$ cat src/rtl/fcw_pkg.sv
package fcw_pkg;
  localparam int SET_DW = 32;
  // settings offsets relative to BASE
  localparam int OFS_WINDOW = 0;
  localparam int OFS_ACKCFG = 1;
  localparam int OFS_ENABLE = 2;
  localparam int OFS_CLR_TX = 3;
  localparam int OFS_CLR_RX = 4;
endpackage

$ cat src/rtl/fcw_cfg.sv
module fcw_cfg #(
  parameter int SET_AW      = 8,
  parameter int BASE        = 0,
  parameter int WIN_EXP_RST = 5
) (
  input  logic                      clk,
  input  logic                      rst,
  input  logic                      set_stb,
  input  logic [SET_AW-1:0]         set_addr,
  input  logic [fcw_pkg::SET_DW-1:0] set_data,
  output logic [7:0]                win_exp,
  output logic                      ack_cfg_en,
  output logic [30:0]               ack_cfg_bytes,
  output logic                      gate_on,
  output logic                      clr_tx,
  output logic                      clr_rx
);
  import fcw_pkg::*;

  localparam logic [SET_AW-1:0] A_WINDOW = SET_AW'(BASE + OFS_WINDOW);
  localparam logic [SET_AW-1:0] A_ACKCFG = SET_AW'(BASE + OFS_ACKCFG);
  localparam logic [SET_AW-1:0] A_ENABLE = SET_AW'(BASE + OFS_ENABLE);
  localparam logic [SET_AW-1:0] A_CLR_TX = SET_AW'(BASE + OFS_CLR_TX);
  localparam logic [SET_AW-1:0] A_CLR_RX = SET_AW'(BASE + OFS_CLR_RX);

  logic [1:0] en_bits;

  always_ff @(posedge clk) begin
    if (rst) begin
      win_exp       <= 8'(WIN_EXP_RST);
      ack_cfg_en    <= 1'b0;
      ack_cfg_bytes <= '0;
      en_bits       <= 2'b00;
      clr_tx        <= 1'b0;
      clr_rx        <= 1'b0;
    end else if (set_stb) begin
      if (set_addr == A_WINDOW) win_exp <= set_data[7:0];
      if (set_addr == A_ACKCFG) begin
        ack_cfg_en    <= set_data[31];
        ack_cfg_bytes <= set_data[30:0];
      end
      if (set_addr == A_ENABLE) en_bits <= set_data[1:0];
      if (set_addr == A_CLR_TX) clr_tx <= set_data[0];
      if (set_addr == A_CLR_RX) clr_rx <= set_data[0];
    end
  end

  // both the flow-control bit and the byte-limit bit are required
  assign gate_on = en_bits[0] & en_bits[1];

  AST_CFG_HOLD: assert property (@(posedge clk) disable iff (rst)
    !set_stb |=> $stable(win_exp) && $stable(ack_cfg_bytes) && $stable(gate_on));
endmodule

$ cat src/rtl/fcw_ack.sv
module fcw_ack #(
  parameter int CNT_W = 64
) (
  input  logic             clk,
  input  logic             rst,
  input  logic             clr,
  input  logic             ack_valid,
  input  logic [CNT_W-1:0] ack_count,
  output logic [CNT_W-1:0] acked,
  output logic             err
);
  logic going_back;
  assign going_back = ack_valid && (ack_count < acked);

  always_ff @(posedge clk) begin
    if (rst || clr) begin
      acked <= '0;
      err   <= 1'b0;
    end else if (ack_valid) begin
      if (going_back) err   <= 1'b1;
      else            acked <= ack_count;
    end
  end

  AST_ACK_MONOTONIC: assert property (@(posedge clk) disable iff (rst)
    !clr |=> acked >= $past(acked));
  AST_ACK_ERR_RAISED: assert property (@(posedge clk) disable iff (rst)
    (ack_valid && ack_count < acked && !clr) |=> err);
  AST_ACK_CLEARED: assert property (@(posedge clk) disable iff (rst)
    clr |=> (acked == '0) && !err);
endmodule

$ cat src/rtl/fcw_gate.sv
module fcw_gate #(
  parameter int DATA_W = 64,
  parameter int CNT_W  = 64,
  parameter int LEN_W  = 16
) (
  input  logic              clk,
  input  logic              rst,
  input  logic              clr_tx,
  input  logic              gate_on,
  input  logic [CNT_W-1:0]  window,
  input  logic [CNT_W-1:0]  acked,
  input  logic [DATA_W-1:0] in_tdata,
  input  logic              in_tlast,
  input  logic              in_tvalid,
  output logic              in_tready,
  output logic [DATA_W-1:0] out_tdata,
  output logic              out_tlast,
  output logic              out_tvalid,
  input  logic              out_tready,
  output logic [CNT_W-1:0]  bytes_sent,
  output logic              blocked
);
  logic             mid_pkt;
  logic [CNT_W-1:0] in_flight;
  logic [CNT_W-1:0] hdr_len;
  logic             room_ok;
  logic             out_free;
  logic             accept;

  assign in_flight = bytes_sent - acked;          // modulo 2^CNT_W
  assign hdr_len   = CNT_W'(in_tdata[LEN_W-1:0]);
  assign room_ok   = !gate_on || ((in_flight + hdr_len) <= window);
  assign out_free  = !out_tvalid || out_tready;
  assign in_tready = out_free && (mid_pkt || room_ok);
  assign accept    = in_tvalid && in_tready;

  always_ff @(posedge clk) begin
    if (rst) begin
      out_tvalid <= 1'b0;
      out_tdata  <= '0;
      out_tlast  <= 1'b0;
      mid_pkt    <= 1'b0;
      bytes_sent <= '0;
      blocked    <= 1'b0;
    end else begin
      if (out_free) out_tvalid <= accept;
      if (accept) begin
        out_tdata <= in_tdata;
        out_tlast <= in_tlast;
        mid_pkt   <= !in_tlast;
      end
      if (clr_tx)                  bytes_sent <= '0;
      else if (accept && !mid_pkt) bytes_sent <= bytes_sent + hdr_len;
      blocked <= in_tvalid && !mid_pkt && !room_ok;
    end
  end

  AST_WINDOW_KEPT: assert property (@(posedge clk) disable iff (rst)
    (accept && !mid_pkt && gate_on && !clr_tx) |=>
      (bytes_sent - $past(acked)) <= $past(window));
  AST_SENT_GROWS: assert property (@(posedge clk) disable iff (rst)
    (accept && !mid_pkt && !clr_tx) |=> bytes_sent == $past(bytes_sent + hdr_len));
  AST_OUT_STABLE: assert property (@(posedge clk) disable iff (rst)
    (out_tvalid && !out_tready) |=> out_tvalid && $stable(out_tdata) && $stable(out_tlast));
  AST_TX_CLEARED: assert property (@(posedge clk) disable iff (rst)
    clr_tx |=> bytes_sent == '0);
endmodule

$ cat src/rtl/byte_window_src_fc.sv
module byte_window_src_fc #(
  parameter int DATA_W      = 64,
  parameter int CNT_W       = 64,
  parameter int LEN_W       = 16,
  parameter int SET_AW      = 8,
  parameter int BASE        = 0,
  parameter int WIN_EXP_RST = 5
) (
  input  logic                       clk,
  input  logic                       rst,
  input  logic                       set_stb,
  input  logic [SET_AW-1:0]          set_addr,
  input  logic [fcw_pkg::SET_DW-1:0] set_data,
  input  logic [DATA_W-1:0]          in_tdata,
  input  logic                       in_tlast,
  input  logic                       in_tvalid,
  output logic                       in_tready,
  output logic [DATA_W-1:0]          out_tdata,
  output logic                       out_tlast,
  output logic                       out_tvalid,
  input  logic                       out_tready,
  input  logic                       ack_valid,
  input  logic [CNT_W-1:0]           ack_count,
  output logic [CNT_W-1:0]           st_in_flight,
  output logic                       st_blocked,
  output logic                       st_ack_err,
  output logic                       peer_ack_en,
  output logic [30:0]                peer_ack_bytes
);
  localparam logic [CNT_W-1:0] LINE_BYTES = CNT_W'(8);

  logic [7:0]       win_exp;
  logic             gate_on;
  logic             clr_tx;
  logic             clr_rx;
  logic [CNT_W-1:0] window;
  logic [CNT_W-1:0] acked;
  logic [CNT_W-1:0] bytes_sent;

  fcw_cfg #(.SET_AW(SET_AW), .BASE(BASE), .WIN_EXP_RST(WIN_EXP_RST)) u_cfg (
    .clk(clk), .rst(rst), .set_stb(set_stb), .set_addr(set_addr), .set_data(set_data),
    .win_exp(win_exp), .ack_cfg_en(peer_ack_en), .ack_cfg_bytes(peer_ack_bytes),
    .gate_on(gate_on), .clr_tx(clr_tx), .clr_rx(clr_rx));

  // window of 8 * 2^N bytes
  assign window = LINE_BYTES << win_exp;

  fcw_ack #(.CNT_W(CNT_W)) u_ack (
    .clk(clk), .rst(rst), .clr(clr_rx), .ack_valid(ack_valid), .ack_count(ack_count),
    .acked(acked), .err(st_ack_err));

  fcw_gate #(.DATA_W(DATA_W), .CNT_W(CNT_W), .LEN_W(LEN_W)) u_gate (
    .clk(clk), .rst(rst), .clr_tx(clr_tx), .gate_on(gate_on), .window(window),
    .acked(acked), .in_tdata(in_tdata), .in_tlast(in_tlast), .in_tvalid(in_tvalid),
    .in_tready(in_tready), .out_tdata(out_tdata), .out_tlast(out_tlast),
    .out_tvalid(out_tvalid), .out_tready(out_tready), .bytes_sent(bytes_sent),
    .blocked(st_blocked));

  always_ff @(posedge clk) begin
    if (rst) st_in_flight <= '0;
    else     st_in_flight <= bytes_sent - acked;
  end

  AST_FLIGHT_TRACKS: assert property (@(posedge clk) disable iff (rst)
    (!set_stb && !ack_valid && !in_tvalid) |=>
      st_in_flight == $past(bytes_sent) - $past(acked));
endmodule

$ cat config.mk
export PLATFORM = sky130hd
export DESIGN_NAME = byte_window_src_fc
export DESIGN_NICKNAME = d
export VERILOG_FILES = /design/src/rtl/fcw_pkg.sv /design/src/rtl/fcw_cfg.sv /design/src/rtl/fcw_ack.sv /design/src/rtl/fcw_gate.sv /design/src/rtl/byte_window_src_fc.sv
export SDC_FILE = /design/constraint.sdc
export NUM_CORES = 1
export LEC_CHECK = 0
export ABC_AREA = 1
export BUFFER_PORTS_ARGS = -buffer_cell sky130_fd_sc_hd__buf_2
export CORE_AREA = 5 5 283 285
export CTS_CLUSTER_DIAMETER = 200
export DETAILED_ROUTE_END_ITERATION = 8
export DIE_AREA = 0 0 288 290
export GPL_ROUTABILITY_DRIVEN = 0
export PLACE_DENSITY_LB_ADDON = 0.3
export SYNTH_ARGS = -nofsm -noshare
export SYNTH_HDL_FRONTEND = slang
export SYNTH_HIERARCHICAL = 1
export SYNTH_SLANG_ARGS = --single-unit
$ cat constraint.sdc
create_clock -name clk -period 5.1 [get_ports clk]
set_input_delay 0 -clock clk [delete_from_list [all_inputs] [get_ports clk]]
set_output_delay 0 -clock clk [all_outputs]
set_load 0.01 [all_outputs]
======== Word-level counts from Yosys, hierarchy flattened ========
Cells that the tools add are included.
word-level totals
  register bits after elaboration ......... 305
  latch bits .............................. 0
  bits in writable memories ............... 0
  bits in read-only memories .............. 0
  output and inout bits ................... 165
  logic and storage cells ................. 51
  memories ................................ 0
cells by class
  add/subtract/negate cells ............... 3
  $mul .................................... 0
  div/mod/pow operators ................... 0
  $lt $le $gt $ge ......................... 2
  eq/ne operators ......................... 4
  shifts and indexed selects .............. 1
  multiplexer cells ....................... 0
  bitwise logic cells ..................... 2
  reduce and logical (&&, ||, !) cells .... 24
operators by type and width
  cell                                              number
  adder 64 x 16 -> 64 bit                           2
  less-or-equal comparator 64 bit                   1
  less-than comparator 64 bit                       1
  << shifter 4 x 8 -> 64 bit, first input constant  1
  subtractor 64 bit                                 1
  == test 8 x 2 -> 1 bit, second input constant     2
  AND reduction 2 bit                               7
  == test 8 x 1 -> 1 bit, second input constant     1
  == test 8 x 3 -> 1 bit, second input constant     1
  logical NOT 8 bit                                 1
  logical AND 1 bit                                 6
  logical NOT 1 bit                                 5
  logical OR 1 bit                                  4
  OR reduction 2 bit                                1
  AND 1 bit                                         1
  inverter 1 bit                                    1

======== Longest topological paths before layout ========
  depth in word-level cells ............... 8
  mapped depth ............................ 33
  gate-level depth less buffers ........... 32

======== Hierarchy ========
The synthesis kept the hierarchy.
modules (own cells, without submodules)
  module              instances  cells an instance  area each (um^2)
  fcw_gate            1          2385               14904.3
  byte_window_src_fc  1          1619               8345.5
  fcw_ack             1          684                4580.6
  fcw_cfg             1          293                1974.4

======== Worst setup path before layout ========
OpenSTA, ideal clock, no wires.
  path kind ............................... reg2reg
  from .................................... register u_gate.bytes_sent[1]
  to ...................................... register u_gate.out_tdata[24]
  setup time .............................. 0.132 ns
  arrival ................................. 4.236 ns
  required time ........................... 4.968 ns
  setup slack ............................. 0.732 ns
  stages on the path, launching flop included .. 28
  path buffers ............................ 2
  clock period less this slack ............ 4.368 ns
  cells stage by stage .................... dfxtp_1 -> inv_1 -> fa_1 -> inv_1 -> fa_1 -> nand3_1 -> nand2_1 -> a21oi_1 -> o21bai_1 -> a21oi_1 -> inv_1 -> nand2_1 -> nand2_1 -> nand3_1 -> nand2_1 -> xor2_1 -> ha_1 -> nand4_1 -> nor4_2 -> nand2_1 -> nor2_1 -> nor2_1 -> a21oi_2 -> nand2_1 -> buf_2 -> buf_4 -> nand2_1 -> a21oi_1
on the way
  word-level cells in the longest chain between the ends .. 7
ends and longest elaborated chain
  item                             line            source
  start: declaration               fcw_gate.sv:20  output logic [CNT_W-1:0] bytes_sent,
  start signal: assignment         fcw_gate.sv:53  else if (accept && !mid_pkt) bytes_sent <= bytes_sent + hdr_len;
  subtractor 64 bit                fcw_gate.sv:30  assign in_flight = bytes_sent - acked;
  adder 64 x 16 -> 64 bit          fcw_gate.sv:32  assign room_ok = !gate_on || ((in_flight + hdr_len) <= window);
  less-or-equal comparator 64 bit  fcw_gate.sv:32
  logical OR 1 bit                 fcw_gate.sv:32
  logical OR 1 bit                 fcw_gate.sv:34  assign in_tready = out_free && (mid_pkt || room_ok);
  logical AND 1 bit                fcw_gate.sv:34
  logical AND 1 bit                fcw_gate.sv:35  assign accept = in_tvalid && in_tready;
  end signal: assignment           fcw_gate.sv:48  out_tdata <= in_tdata;
  end: declaration                 fcw_gate.sv:16  output logic [DATA_W-1:0] out_tdata,
No other way between the ends.
A chain may end at the register's enable or synchronous reset.

======== Final worst setup path ========
  from .................................... register u_gate.bytes_sent[14]
  to ...................................... register u_gate.bytes_sent[26]
on the way
  word-level cells in the longest chain between the ends .. 8
  elaborated cells between the ends (all ways) .. 9
  classes of those cells .................. add/sub (3); order compare (1); reduce/logical (5)
ends and longest elaborated chain
  item                             line
  subtractor 64 bit                fcw_gate.sv:30
  adder 64 x 16 -> 64 bit          fcw_gate.sv:32
  less-or-equal comparator 64 bit  fcw_gate.sv:32
  logical OR 1 bit                 fcw_gate.sv:32
  logical OR 1 bit                 fcw_gate.sv:34
  logical AND 1 bit                fcw_gate.sv:34
  logical AND 1 bit                fcw_gate.sv:35
  logical AND 1 bit                fcw_gate.sv:53
Several ways; a longest one is shown, not always the timed one.

==> impl_metrics.tcl <==
set metrics [dict create \
    report.final.slew_viol_count 0 \
    layout_min_cycle_time_ps 4948 \
    p_leak_nw 19.37 \
    final-hold-violation-count 0 \
    gr-total-overflow 0 \
    fp.dieW_um 288 \
    cts_tree "built" \
    firstDrtPassIters 7 \
    max_stage_delay_ps 620 \
    area_delta_synth_final_pct 23.73 \
    cp-start-kind "flip-flop" \
    initial_core_util_pct 38.67 \
    dp_slack_ps 101.4 \
    cts_buffer_depth 3 \
    min_path_type "in2reg" \
    vias_per_cell 5.128 \
    portBuffers 339 \
    critPathKind "reg2reg" \
    ys_warn_count 6 \
    fin_total_pwr_mw 10.37 \
    num_vias 33910 \
    end_kind "flip-flop" \
    synth_top_family_by_area "simple AND/OR/NAND/NOR gates" \
    dp.final_hpwl_um 89280 \
    synth_xor_area_share_pct 2.968 \
    synthMuxAreaShare_pct 0 \
    cts_made_buffers 38 \
    syn_inst 4981 \
    fin_util_pct 47.84 \
    grt_usage_pct 25.74 \
    wl_um 114500 \
    arrival_ps 5460 \
    syn-cell-area_um2 29800 \
    timing.final.crit_share_pct 97.01 \
    setup_ws_ps 152.2 \
    ant_nets 0 \
    io_pins 340 \
    wl_per_cell_um 17.31 \
    synth_cell_types 52 \
    crit_fanout 20 \
    max-cap-violations 0 \
    dieArea_um2 83520 \
    cp.required_ps 5610 \
    nets 6056 \
    diodes 0 \
    synth_area_per_cell_um2 5.984 \
    worstMarginPinSlew_ps 1088 \
    yosys_register_bits 305 \
    yosysSeqAreaShare_pct 20.49 \
    root_buffer "clkbuf_16" \
    die_h_um 290 \
    grt_pass1_vias 30870 \
    synth-simple-area-share_pct 34.61 \
    status "completed" \
    fillers 7990 \
    clk_latency_ps 600 \
    route.detailed.drc 0 \
    drtIter0Drc 3571 \
    multiInputGateArea_um2 19690 \
    slew_headroom_pct 26.72 \
    grt_start_max_net_pins 69 \
    synth_compound_area_share_pct 12.20 \
    layout_common_cells "1,247 x nand2_1, 988 x inv_1, 520 x nor2_1" \
    clock.fmax_mhz 202.1 \
    fin_worst_skew_ps 39.22 \
    cts_num_sinks 305 \
    vdd_drop_max_v 0.0002118 \
    h-tree-depth 2 \
    core_um2 77080 \
    mostFrequentLayoutCell "nand2_1" \
    grt_pass1_wl_um 172900 \
    power_density_nw_per_um2 281.2 \
    antenna_found_initial 1 \
    regArea_um2 6133 \
    finalSetupViolations 0 \
    drive_gt1_share_pct 13.06 \
    path_clk_slew_ps 70 \
    cp_slowest_cell "fa_1" \
    num_rows 102 \
    synth-adder-area-share_pct 14.52 \
]
## per-layer routing
metal / part of all wire, % / global-route usage, % / wire length [um]
met2: 43 / 40.21 / 49140
met1: 43 / 35.09 / 49540
met3: 10 / 6.185 / 11810
met5: 0 / 0 / 0
met4: 3.5 / 7.954 / 3991
## kinds of logic (layout without fill, tap and decap cells)
family	after synthesis	in the layout
AO/OA/AOI/OAI	683	683
XOR/XNOR	101	101
adder cells (fa/ha/maj)	335	335
buffers and inverters	1142	1732
flip-flops	305	305
other	1	3
AND/OR/NAND/NOR	2414	2414
## state kept, by name (all words and copies together), names as in the netlist, 2 cells and up
register / count
u_cfg/win_exp: 8
st_in_flight: 64
u_gate/out_tdata: 64
u_cfg/ack_cfg_bytes: 31
u_cfg/en_bits: 2
u_ack/acked: 64
u_gate/bytes_sent: 64
## cell usage after synthesis (all sizes together)
library cell | n | share of area (%)
a211oi | 2 | 0.050
a21boi | 3 | 0.076
a21o | 16 | 0.40
a21oi | 473 | 8.0
a221oi | 1 | 0.029
a31oi | 30 | 0.63
and2 | 7 | 0.15
and3 | 8 | 0.17
and3b | 1 | 0.029
buf | 63 | 1.6
clkbuf | 69 | 0.88
clkinv | 4 | 0.050
conb | 1 | 0.013
dfxtp | 305 | 20
fa | 18 | 1.2
ha | 317 | 13
inv | 1006 | 13
nand2 | 1287 | 16
nand3 | 344 | 5.9
nand3b | 13 | 0.33
nand4 | 113 | 2.4
nor2 | 557 | 7.4
nor3 | 54 | 1.0
nor3b | 2 | 0.050
nor4 | 22 | 0.52
nor4b | 2 | 0.080
o211a | 1 | 0.034
o211ai | 12 | 0.30
o21a | 10 | 0.25
o21ai | 118 | 2.0
o21bai | 16 | 0.40
o31ai | 1 | 0.025
or2 | 4 | 0.084
xnor2 | 29 | 0.85
xor2 | 72 | 2.1
## stage by stage
step / std cells / area (um2) / hold slack [ps] / setup TNS (ps)
2_1_floorplan: 4983 / 29810 / 66.69 / 0
3_3_place_gp: 6331 / 32920 / 262.0 / 0
3_5_place_dp: 6331 / 32920 / 263.8 / 0
4_1_cts: 6600 / 36330 / 8.130 / 0
5_1_grt: 6613 / 36880 / 51.31 / -743.7
6_report: 6613 / 36880 / 30.71 / 0
## report_power, final
group	internal [mW]	switching, mW
Clock	1.69	1.16
Sequential	2.59	0.146
Combinational	1.69	3.08
Total	5.98	4.39
## layout make-up
class	count	share of cell area (%)
well taps	1040	3.529
clock inverters	16	0.6277
flip-flops and latches	305	16.63
inverters	1010	10.28
repair buffers	655	12.72
multi-input cells	3536	53.39
clock buffers	51	2.820
## timing repair
item,CTS,global route
setup endpoints to repair,1,132
hold buffers,195,0
pin swaps,7,31
gates cloned,1,1
buffers inserted,6,12
gates resized for setup,40,101
hold endpoints to repair,177,0
## critical path, delay by kind of cell (launching register included)
kind,cells,cell delay [ps]
fa+ha+maj,3,1240
compound gates,5,670
flops,1,360
buf+inv,7,960
simple gates,13,1390
xor+xnor,1,250
## worst paths after layout
| path | startpoint | endpoint | slack (ps) | depth (start not counted) |
|---|---|---|---|---|
| worst min-delay path | in_tvalid | u_gate/out_tdata[9] | 30 | 3 |
| worst max register to register | u_gate/bytes_sent[14] | u_gate/bytes_sent[26] | 150 | 29 |
| worst max-delay path | u_gate/bytes_sent[14] | u_gate/bytes_sent[26] | 150 | 29 |
| worst min register to register | u_gate/out_tdata[50] | u_gate/out_tdata[50] | 460 | 2 |
No activity file was read; power rests on OpenSTA's default activity.
